### src/rtl/vas_pkg.sv
// Package: shared types and constants for the sub-band search controller.
// Assumes a 2-bit oscillator code and a 4-bit sub-band code.
package vas_pkg;
    localparam int OSC_W  = 2;
    localparam int SUB_W  = 4;
    localparam int CODE_W = 3;

    localparam logic [CODE_W-1:0] CODE_GO_DOWN = 3'b000;
    localparam logic [CODE_W-1:0] CODE_GO_UP   = 3'b111;

    typedef struct packed {
        logic [OSC_W-1:0] osc;
        logic [SUB_W-1:0] sub;
    } band_t;

    typedef enum logic [0:0] {
        ST_IDLE = 1'b0,
        ST_WAIT = 1'b1
    } vas_state_t;
endpackage

### src/rtl/vas_wait_timer.sv
// Module: settling-time down-counter.
// On load it starts at 2^(BASE_LOG2 + 2*sel) - 1 and counts to zero;
// expired is high while the count is zero. Assumes BASE_LOG2 >= 1.
module vas_wait_timer #(
    parameter int BASE_LOG2 = 8,
    parameter int SEL_W     = 2
) (
    input  logic             clk,
    input  logic             rst_n,
    input  logic             load,
    input  logic [SEL_W-1:0] sel,
    output logic             expired
);
    localparam int MAX_LOG2 = BASE_LOG2 + 2 * ((1 << SEL_W) - 1);
    localparam int CNT_W    = MAX_LOG2;
    localparam int SH_W     = $clog2(MAX_LOG2 + 1);

    logic [CNT_W-1:0] cnt_q;
    logic [SH_W-1:0]  shamt;
    logic [CNT_W:0]   one_hot;
    logic [CNT_W:0]   load_val;

    // Purpose: exponent of the selected wait length.
    assign shamt    = SH_W'(BASE_LOG2) + SH_W'({sel, 1'b0});
    assign one_hot  = (CNT_W + 1)'(1) << shamt;
    assign load_val = one_hot - (CNT_W + 1)'(1);
    assign expired  = (cnt_q == '0);

    // Purpose: load or count the settling interval down.
    always_ff @(posedge clk) begin
        if (!rst_n) begin
            cnt_q <= '0;
        end else if (load) begin
            cnt_q <= load_val[CNT_W-1:0];
        end else if (cnt_q != '0) begin
            cnt_q <= cnt_q - 1'b1;
        end
    end

    // a fresh load always gives a nonzero wait
    assert_wait_nonzero_R5: assert property (@(posedge clk) disable iff (!rst_n)
        load |=> !expired);
endmodule

### src/rtl/vas_band_stepper.sv
// Module: computes the neighbouring band in one direction on the ladder.
// UP=1 gives the next higher band, UP=0 the next lower. Sub-band wraps
// move into the adjacent oscillator; at_edge flags the end of the ladder.
// Assumes cur_band holds a valid oscillator (below NUM_OSC).
module vas_band_stepper
    import vas_pkg::*;
#(
    parameter bit UP      = 1'b1,
    parameter int NUM_OSC = 3
) (
    input  band_t cur_band,
    output band_t nxt_band,
    output logic  at_edge
);
    localparam logic [SUB_W-1:0] SUB_MAX = '1;
    localparam logic [OSC_W-1:0] OSC_TOP = OSC_W'(NUM_OSC - 1);

    generate
        if (UP) begin : g_up
            // Purpose: next higher band, wrapping into the next oscillator.
            always_comb begin
                nxt_band = cur_band;
                at_edge  = 1'b0;
                if (cur_band.sub == SUB_MAX) begin
                    if (cur_band.osc >= OSC_TOP) begin
                        at_edge = 1'b1;
                    end else begin
                        nxt_band.osc = cur_band.osc + 1'b1;
                        nxt_band.sub = '0;
                    end
                end else begin
                    nxt_band.sub = cur_band.sub + 1'b1;
                end
            end
        end else begin : g_down
            // Purpose: next lower band, wrapping into the previous oscillator.
            always_comb begin
                nxt_band = cur_band;
                at_edge  = 1'b0;
                if (cur_band.sub == '0) begin
                    if (cur_band.osc == '0) begin
                        at_edge = 1'b1;
                    end else begin
                        nxt_band.osc = cur_band.osc - 1'b1;
                        nxt_band.sub = SUB_MAX;
                    end
                end else begin
                    nxt_band.sub = cur_band.sub - 1'b1;
                end
            end
        end
    endgenerate
endmodule

### src/rtl/vco_band_autoselect.sv
// Module: oscillator sub-band search controller (top).
// Walks the 48-rung band ladder under control of a 3-bit tuning window
// code, one settling wait per rung. When disabled, it passes the seed
// band straight through. Assumes start is a one-cycle pulse and that
// tune_code is valid whenever a wait expires.
module vco_band_autoselect
    import vas_pkg::*;
#(
    parameter int WAIT_BASE_LOG2 = 8,
    parameter int NUM_OSC        = 3
) (
    input  logic              clk,
    input  logic              rst_n,
    input  logic              en,
    input  logic              start,
    input  logic              start_from_cur,
    input  logic [OSC_W-1:0]  seed_osc,
    input  logic [SUB_W-1:0]  seed_sub,
    input  logic [1:0]        wait_sel,
    input  logic [CODE_W-1:0] tune_code,
    output logic [OSC_W-1:0]  sel_osc,
    output logic [SUB_W-1:0]  sel_sub,
    output logic              lock_ok,
    output logic              idle
);
    localparam logic [OSC_W-1:0] OSC_TOP = OSC_W'(NUM_OSC - 1);
    localparam logic [SUB_W-1:0] SUB_MAX = '1;

    vas_state_t state_q;
    band_t      band_q;
    logic       ok_q;

    band_t seed_band;
    band_t start_band;
    band_t step_band [2];
    logic  step_edge [2];
    logic  start_valid;
    logic  sample;
    logic  go_dn;
    logic  go_up;
    logic  timer_load;
    logic  expired;

    // Purpose: pick the start band and decode the sampled window code.
    always_comb begin
        seed_band   = '{osc: seed_osc, sub: seed_sub};
        start_band  = start_from_cur ? band_q : seed_band;
        start_valid = (start_band.osc <= OSC_TOP);
        sample      = (state_q == ST_WAIT) && expired;
        go_dn       = sample && (tune_code == CODE_GO_DOWN) && !step_edge[0];
        go_up       = sample && (tune_code == CODE_GO_UP) && !step_edge[1];
        timer_load  = en && (start ? start_valid : (go_dn || go_up));
    end

    generate
        for (genvar d = 0; d < 2; d++) begin : g_step
            vas_band_stepper #(
                .UP      (d == 1),
                .NUM_OSC (NUM_OSC)
            ) u_step (
                .cur_band (band_q),
                .nxt_band (step_band[d]),
                .at_edge  (step_edge[d])
            );
        end
    endgenerate

    vas_wait_timer #(
        .BASE_LOG2 (WAIT_BASE_LOG2),
        .SEL_W     (2)
    ) u_timer (
        .clk     (clk),
        .rst_n   (rst_n),
        .load    (timer_load),
        .sel     (wait_sel),
        .expired (expired)
    );

    // Purpose: search state, current band and lock result.
    always_ff @(posedge clk) begin
        if (!rst_n) begin
            state_q <= ST_IDLE;
            band_q  <= '0;
            ok_q    <= 1'b0;
        end else if (!en) begin
            state_q <= ST_IDLE;
            band_q  <= seed_band;
            ok_q    <= 1'b0;
        end else if (start) begin
            ok_q    <= 1'b0;
            band_q  <= start_band;
            state_q <= start_valid ? ST_WAIT : ST_IDLE;
        end else if (sample) begin
            if (tune_code == CODE_GO_DOWN) begin
                if (step_edge[0]) begin
                    state_q <= ST_IDLE;
                end else begin
                    band_q <= step_band[0];
                end
            end else if (tune_code == CODE_GO_UP) begin
                if (step_edge[1]) begin
                    state_q <= ST_IDLE;
                end else begin
                    band_q <= step_band[1];
                end
            end else begin
                ok_q    <= 1'b1;
                state_q <= ST_IDLE;
            end
        end
    end

    assign sel_osc = band_q.osc;
    assign sel_sub = band_q.sub;
    assign lock_ok = ok_q;
    assign idle    = (state_q == ST_IDLE);

    // a lock result is only reported once the search has stopped
    assert_lock_idle_R6: assert property (@(posedge clk) disable iff (!rst_n)
        lock_ok |-> idle);

    // disabled means pass-through, no lock, idle
    assert_manual_follow_R2: assert property (@(posedge clk) disable iff (!rst_n)
        !en |=> ({sel_osc, sel_sub} == $past({seed_osc, seed_sub}) && !lock_ok && idle));

    // a seeded valid start makes the controller busy on the seed band
    assert_start_busy_R3: assert property (@(posedge clk) disable iff (!rst_n)
        (en && start && !start_from_cur && seed_osc <= OSC_TOP)
        |=> (!idle && {sel_osc, sel_sub} == $past({seed_osc, seed_sub})));

    // band holds while settling
    assert_band_hold_R5: assert property (@(posedge clk) disable iff (!rst_n)
        (en && !start && !idle && !expired) |=> $stable({sel_osc, sel_sub}));

    // an up step advances the ladder position by one
    assert_step_up_R8: assert property (@(posedge clk) disable iff (!rst_n)
        (en && !start && !idle && expired && tune_code == CODE_GO_UP
         && !(sel_osc == OSC_TOP && sel_sub == SUB_MAX))
        |=> ({sel_osc, sel_sub} == $past({sel_osc, sel_sub}) + 1'b1 && !idle));

    // a down step lowers the ladder position by one
    assert_step_down_R7: assert property (@(posedge clk) disable iff (!rst_n)
        (en && !start && !idle && expired && tune_code == CODE_GO_DOWN
         && !(sel_osc == '0 && sel_sub == '0))
        |=> ({sel_osc, sel_sub} == $past({sel_osc, sel_sub}) - 1'b1 && !idle));

    // running off the top of the ladder fails and holds the band
    assert_top_stop_R9: assert property (@(posedge clk) disable iff (!rst_n)
        (en && !start && !idle && expired && tune_code == CODE_GO_UP
         && sel_osc == OSC_TOP && sel_sub == SUB_MAX)
        |=> (idle && !lock_ok && $stable({sel_osc, sel_sub})));
endmodule

### config.mk
export PLATFORM = sky130hd
export DESIGN_NAME = vco_band_autoselect
export DESIGN_NICKNAME = d
export VERILOG_FILES = /design/src/rtl/vas_pkg.sv /design/src/rtl/vas_wait_timer.sv /design/src/rtl/vas_band_stepper.sv /design/src/rtl/vco_band_autoselect.sv
export SDC_FILE = /design/constraint.sdc
export NUM_CORES = 1
export LEC_CHECK = 0
export BUFFER_PORTS_ARGS = -buffer_cell sky130_fd_sc_hd__buf_4
export CAP_MARGIN = 30
export CORE_AREA = 2 2 68 70
export CTS_BUF_LIST = sky130_fd_sc_hd__clkbuf_8 sky130_fd_sc_hd__clkbuf_16
export CTS_CLUSTER_SIZE = 25
export DETAILED_ROUTE_END_ITERATION = 6
export DIE_AREA = 0 0 70 72
export PLACE_DENSITY = 0.58
export SYNTH_ARGS = -nofsm -noshare
export SYNTH_HDL_FRONTEND = slang
export SYNTH_HIERARCHICAL = 1
export SYNTH_SLANG_ARGS = --single-unit
export TNS_END_PERCENT = 20
### constraint.sdc
create_clock -name clk -period 3.47 [get_ports clk]
set_input_delay 0.1735 -clock clk [delete_from_list [all_inputs] [get_ports clk]]
set_output_delay 0.1735 -clock clk [all_outputs]
set_load 0.02 [all_outputs]
==> impl_metrics.py <==
metrics = {
    "run_status": {
        "outcome": "completed",
    },
    "timing": {
        "timing.final.crit_share": 0.937,
        "final_max_slew_viol_count": 0,
        "setup_tns_ns": 0,
        "rsz0062_at_grt": "false",
        "maximum_clock_skew_at_final_layout_ns": 0.00685,
        "maxSlewHeadroom": 0.614,
        "final.min_clock_period_ns": 3.25,
        "report.final.setup_viol": 0,
        "worst-slew-pin-transition_ns": 0.575,
        "postLayoutSetupSlackWorst_ns": 0.217,
        "max_freq_mhz": 307,
        "final-hold-violation-count": 0,
    },
    "finish": {
        "insertedDiodeCount": 0,
        "filler_cell_count": 447,
        "ff_latch_area_um2": 445,
        "post_route_cells_drive_above_1_share": 0.269,
        "multi_input_combinational_cell_area_mm2": 0.00119,
        "syn_to_final_growth_pct": 22.9,
        "layout.cell_area.non_filler_mm2": 0.00208,
        "fin_nets": 267,
    },
    "synthesis": {
        "synth-edff-count": 0,
        "portion_of_the_post_synthesis_area_used_by_sequential_elements": 0.260,
        "async_flop_share": 0,
        "yosys_cell_types": 58,
        "synth.yosys.warnings": 6,
        "synth.net_count": 234,
        "average_footprint_of_a_synthesized_cell_um2": 7.95,
        "post_synth_instance_area_mm2": 0.00169,
        "ys_seq_elements": 22,
        "syn-instance-count": 213,
        "dominantRegCellSynth": "dfxtp_1",
    },
    "setup_path": {
        "critical_path.endpoint_type": "flip-flop",
        "cp.buffers_inverters": 2,
        "rrSetupSlack_ns": 0.22,
        "start_kind": "flip-flop",
        "count_of_cells_along_the_worst_register_to_register_path": 14,
        "critPathSlowestCell": "or4_4",
        "cells_along_the_critical_path": "inv_1 -> ha_1 -> or3b_4 -> nor3_4 -> or4_4 -> a21oi_4 -> a31o_2 -> inv_1 -> nand2_1 -> ha_1 -> or4b_1 -> o21ai_2 -> o21ai_0 -> o21a_1",
        "path_class": "flip-flop to flip-flop",
        "critPathArrivalTime_ns": 3.43,
        "timing.rr.start": "sel_sub[0]$_SDFFE_PN0P_",
        "worstPathMaxFanout": 10,
        "reg2reg_capture_point": "u_timer/cnt_q[6]$_SDFFE_PN0P_",
        "critPathMaxStageDelay_ns": 0.54,
        "cp.required_ns": 3.64,
        "critical_path.top_delay_family": "simple AND/OR/NAND/NOR gates",
    },
    "clocking": {
        "clk-insertion-delay-late_ns": 0.27,
        "cts_inserted_buffers": 3,
        "clock_tree_from_tritoncts": "built",
        "cell_at_the_root_of_the_clock_tree": "clkbuf_8",
        "h-tree-depth": 1,
        "clk_transition_reported_paths_ns": 0.09,
        "max-clock-path-buffers": 2,
        "ctsHoldBuffers": 0,
        "cts.sink_count": 22,
    },
    "power_and_ir_drop": {
        "worst_vdd_drop_v": 0.000337,
        "power.switching_mw": 0.342,
        "netSwitchingFraction": 0.359,
        "comb_power_share": 0.381,
        "static-leakage-power_nw": 0.812,
        "p_int_mw": 0.609,
        "cellPowerDensity_mw_per_mm2": 457,
        "pwr-share-clk": 0.258,
        "seq_power_share": 0.361,
    },
    "global_route": {
        "grt_pass1_wl_um": 7580,
        "via_count_of_the_first_global_routing_pass": 1542,
        "grt_antenna_before_repair": 0,
        "grt_util_all_layers": 0.186,
        "overflow": 0,
        "maximum_number_of_pins_on_one_net_before_global_route_repair": 21,
    },
    "route": {
        "vias": 1718,
        "post-route-drc-count": 0,
        "routed_length_per_instance_um": 15.2,
        "detail-route-antenna-nets": 0,
        "drt-total-wl_um": 4500,
        "initialDrtViolationCount": 97,
        "drtPass1Iterations": 4,
        "drt-vias-per-instance": 5.78,
    },
    "place": {
        "buffer_ports.inserted": 23,
        "place.gp.congestion": 0.786,
        "setup_slack_after_placement_ns": 0.167,
        "area_of_placed_instances_mm2": 0.00199,
        "hpwl_detailed_um": 3330,
    },
    "min_path": {
        "hold_path.startpoint": "rst_n",
        "hold_path_class": "input port to flip-flop",
        "worst_hold_endpoint": "u_timer/cnt_q[13]$_SDFFE_PN0P_",
        "worst_hold_depth": 3,
    },
    "die": {
        "dieHeight_um": 72,
        "initial_core_util": 0.397,
        "row_count": 24,
        "die_area_mm2": 0.00504,
        "design.core.area_mm2": 0.00426,
        "pin_count": 24,
        "die-width_um": 70,
    },
    "run": {
        "cap_viol_max_count": 0,
    },
}
[cells by family (layout without fill, tap and decap cells)]
family / count (synthesis) / in the layout / share of synthesized area
and+or+nand+nor: 85 / 85 / 0.297
AOI/OAI and AO/OA: 76 / 76 / 0.323
DFF: 22 / 22 / 0.260
buffers and inverters: 19 / 51 / 0.0480
muxes: 6 / 6 / 0.0355
adders and majority gates: 5 / 5 / 0.0369
[registers in the layout (all words and copies together) (netlist names)]
name,flops
sel_sub,4
sel_osc,2
state_q,1
u_timer/cnt_q,14
lock_ok,1
[synthesized netlist by cell type, drive strengths merged, types with 4 or more instances]
master | n | area (µm²)
o311a | 4 | 43.8
a21oi | 10 | 50.1
dfxtp | 22 | 440
mux2i | 6 | 60.1
inv | 12 | 45.0
nor2 | 15 | 56.3
nand2 | 24 | 90.1
buf | 4 | 25.0
nand3 | 9 | 50.1
or3 | 4 | 26.3
o221ai | 4 | 35.0
a31oi | 8 | 50.1
nor3 | 11 | 98.9
ha | 5 | 62.6
o21ai | 26 | 130
[area by class of cell]
cell class	instances	area share
inverters	12	0.0216
clock inverters	1	0.0144
multi-input cells	172	0.573
flip-flops and latches	22	0.214
well taps	52	0.0312
clock buffers	3	0.0198
repair buffers	35	0.126
[layout by cell type (no fill, tap or decap), types with 2 or more instances in the layout]
cell type	synthesis	layout
buf_4	0	35
nand2_1	24	24
o21ai_0	24	23
dfxtp_1	22	20
nor2_1	15	14
inv_1	12	12
a21oi_1	10	9
nand3_1	8	8
a31oi_1	8	8
nor3_1	6	6
mux2i_1	6	6
ha_1	5	5
o221ai_1	4	4
o311a_2	3	3
o21a_1	3	3
clkbuf_8	0	3
nor4_1	3	3
nor3_4	3	3
or3_1	3	3
o31a_1	3	3
nand4b_1	2	2
nor3b_1	2	2
o21ai_1	2	2
nor3_2	2	2
o221a_2	2	2
or3b_1	3	2
and3b_1	2	2
[tightest hold or removal path, cell delays in order]
cell and delay (ns):
buf_4 0.18, nand2_1 0.08, a31oi_1 0.04
[timing repair]
action                     CTS  global route
setup buffers                0             1
setup endpoints to repair    0             3
gates resized for setup      0             5
[per-layer routing]
layer	global-route usage	part of all wire	vias up
met3	0.0333	0.043	2
li1	-	-	887
met1	0.267	0.50	794
met5	0	0	-
met2	0.291	0.45	35
met4	0.0449	0.0073	0
[power groups by stage]
stage / Sequential (mW) / Combinational [mW] / Clock, mW
4_1_cts: 0.341 / 0.356 / 0.251
6_report: 0.343 / 0.362 / 0.245
3_5_place_dp: 0.346 / 0.353 / 0
5_1_grt: 0.350 / 0.408 / 0.261
2_1_floorplan: 0.350 / 0.242 / 0
3_3_place_gp: 0.348 / 0.353 / 0
[per-stage QoR]
step / hold slack (ns) / std cells / util / power, mW
CTS: 0.242 / 296 / 0.483 / 0.947
finish: 0.243 / 297 / 0.488 / 0.950
detailed placement: 0.462 / 292 / 0.466 / 0.700
global placement: 0.479 / 292 / 0.466 / 0.701
floorplan: 0.390 / 213 / - / 0.592
global route: 0.245 / 297 / 0.488 / 1.02
[worst max-delay path by stage]
stage | start | slack, ns | to | cells past startpoint
6_report | sel_sub[0]$_SDFFE_PN0P_ | 0.22 | u_timer/cnt_q[6]$_SDFFE_PN0P_ | 14
5_1_grt | sel_sub[0]$_SDFFE_PN0P_ | 0.02 | u_timer/cnt_q[6]$_SDFFE_PN0P_ | 14
4_1_cts | sel_sub[0]$_SDFFE_PN0P_ | 0.14 | u_timer/cnt_q[6]$_SDFFE_PN0P_ | 14
3_5_place_dp | sel_sub[0]$_SDFFE_PN0P_ | 0.17 | u_timer/cnt_q[6]$_SDFFE_PN0P_ | 14
3_3_place_gp | sel_sub[0]$_SDFFE_PN0P_ | 0.24 | u_timer/cnt_q[6]$_SDFFE_PN0P_ | 14
2_1_floorplan | sel_sub[1]$_SDFFE_PN0P_ | 0.05 | u_timer/cnt_q[6]$_SDFFE_PN0P_ | 16
(Power assumes the default switching activity.)
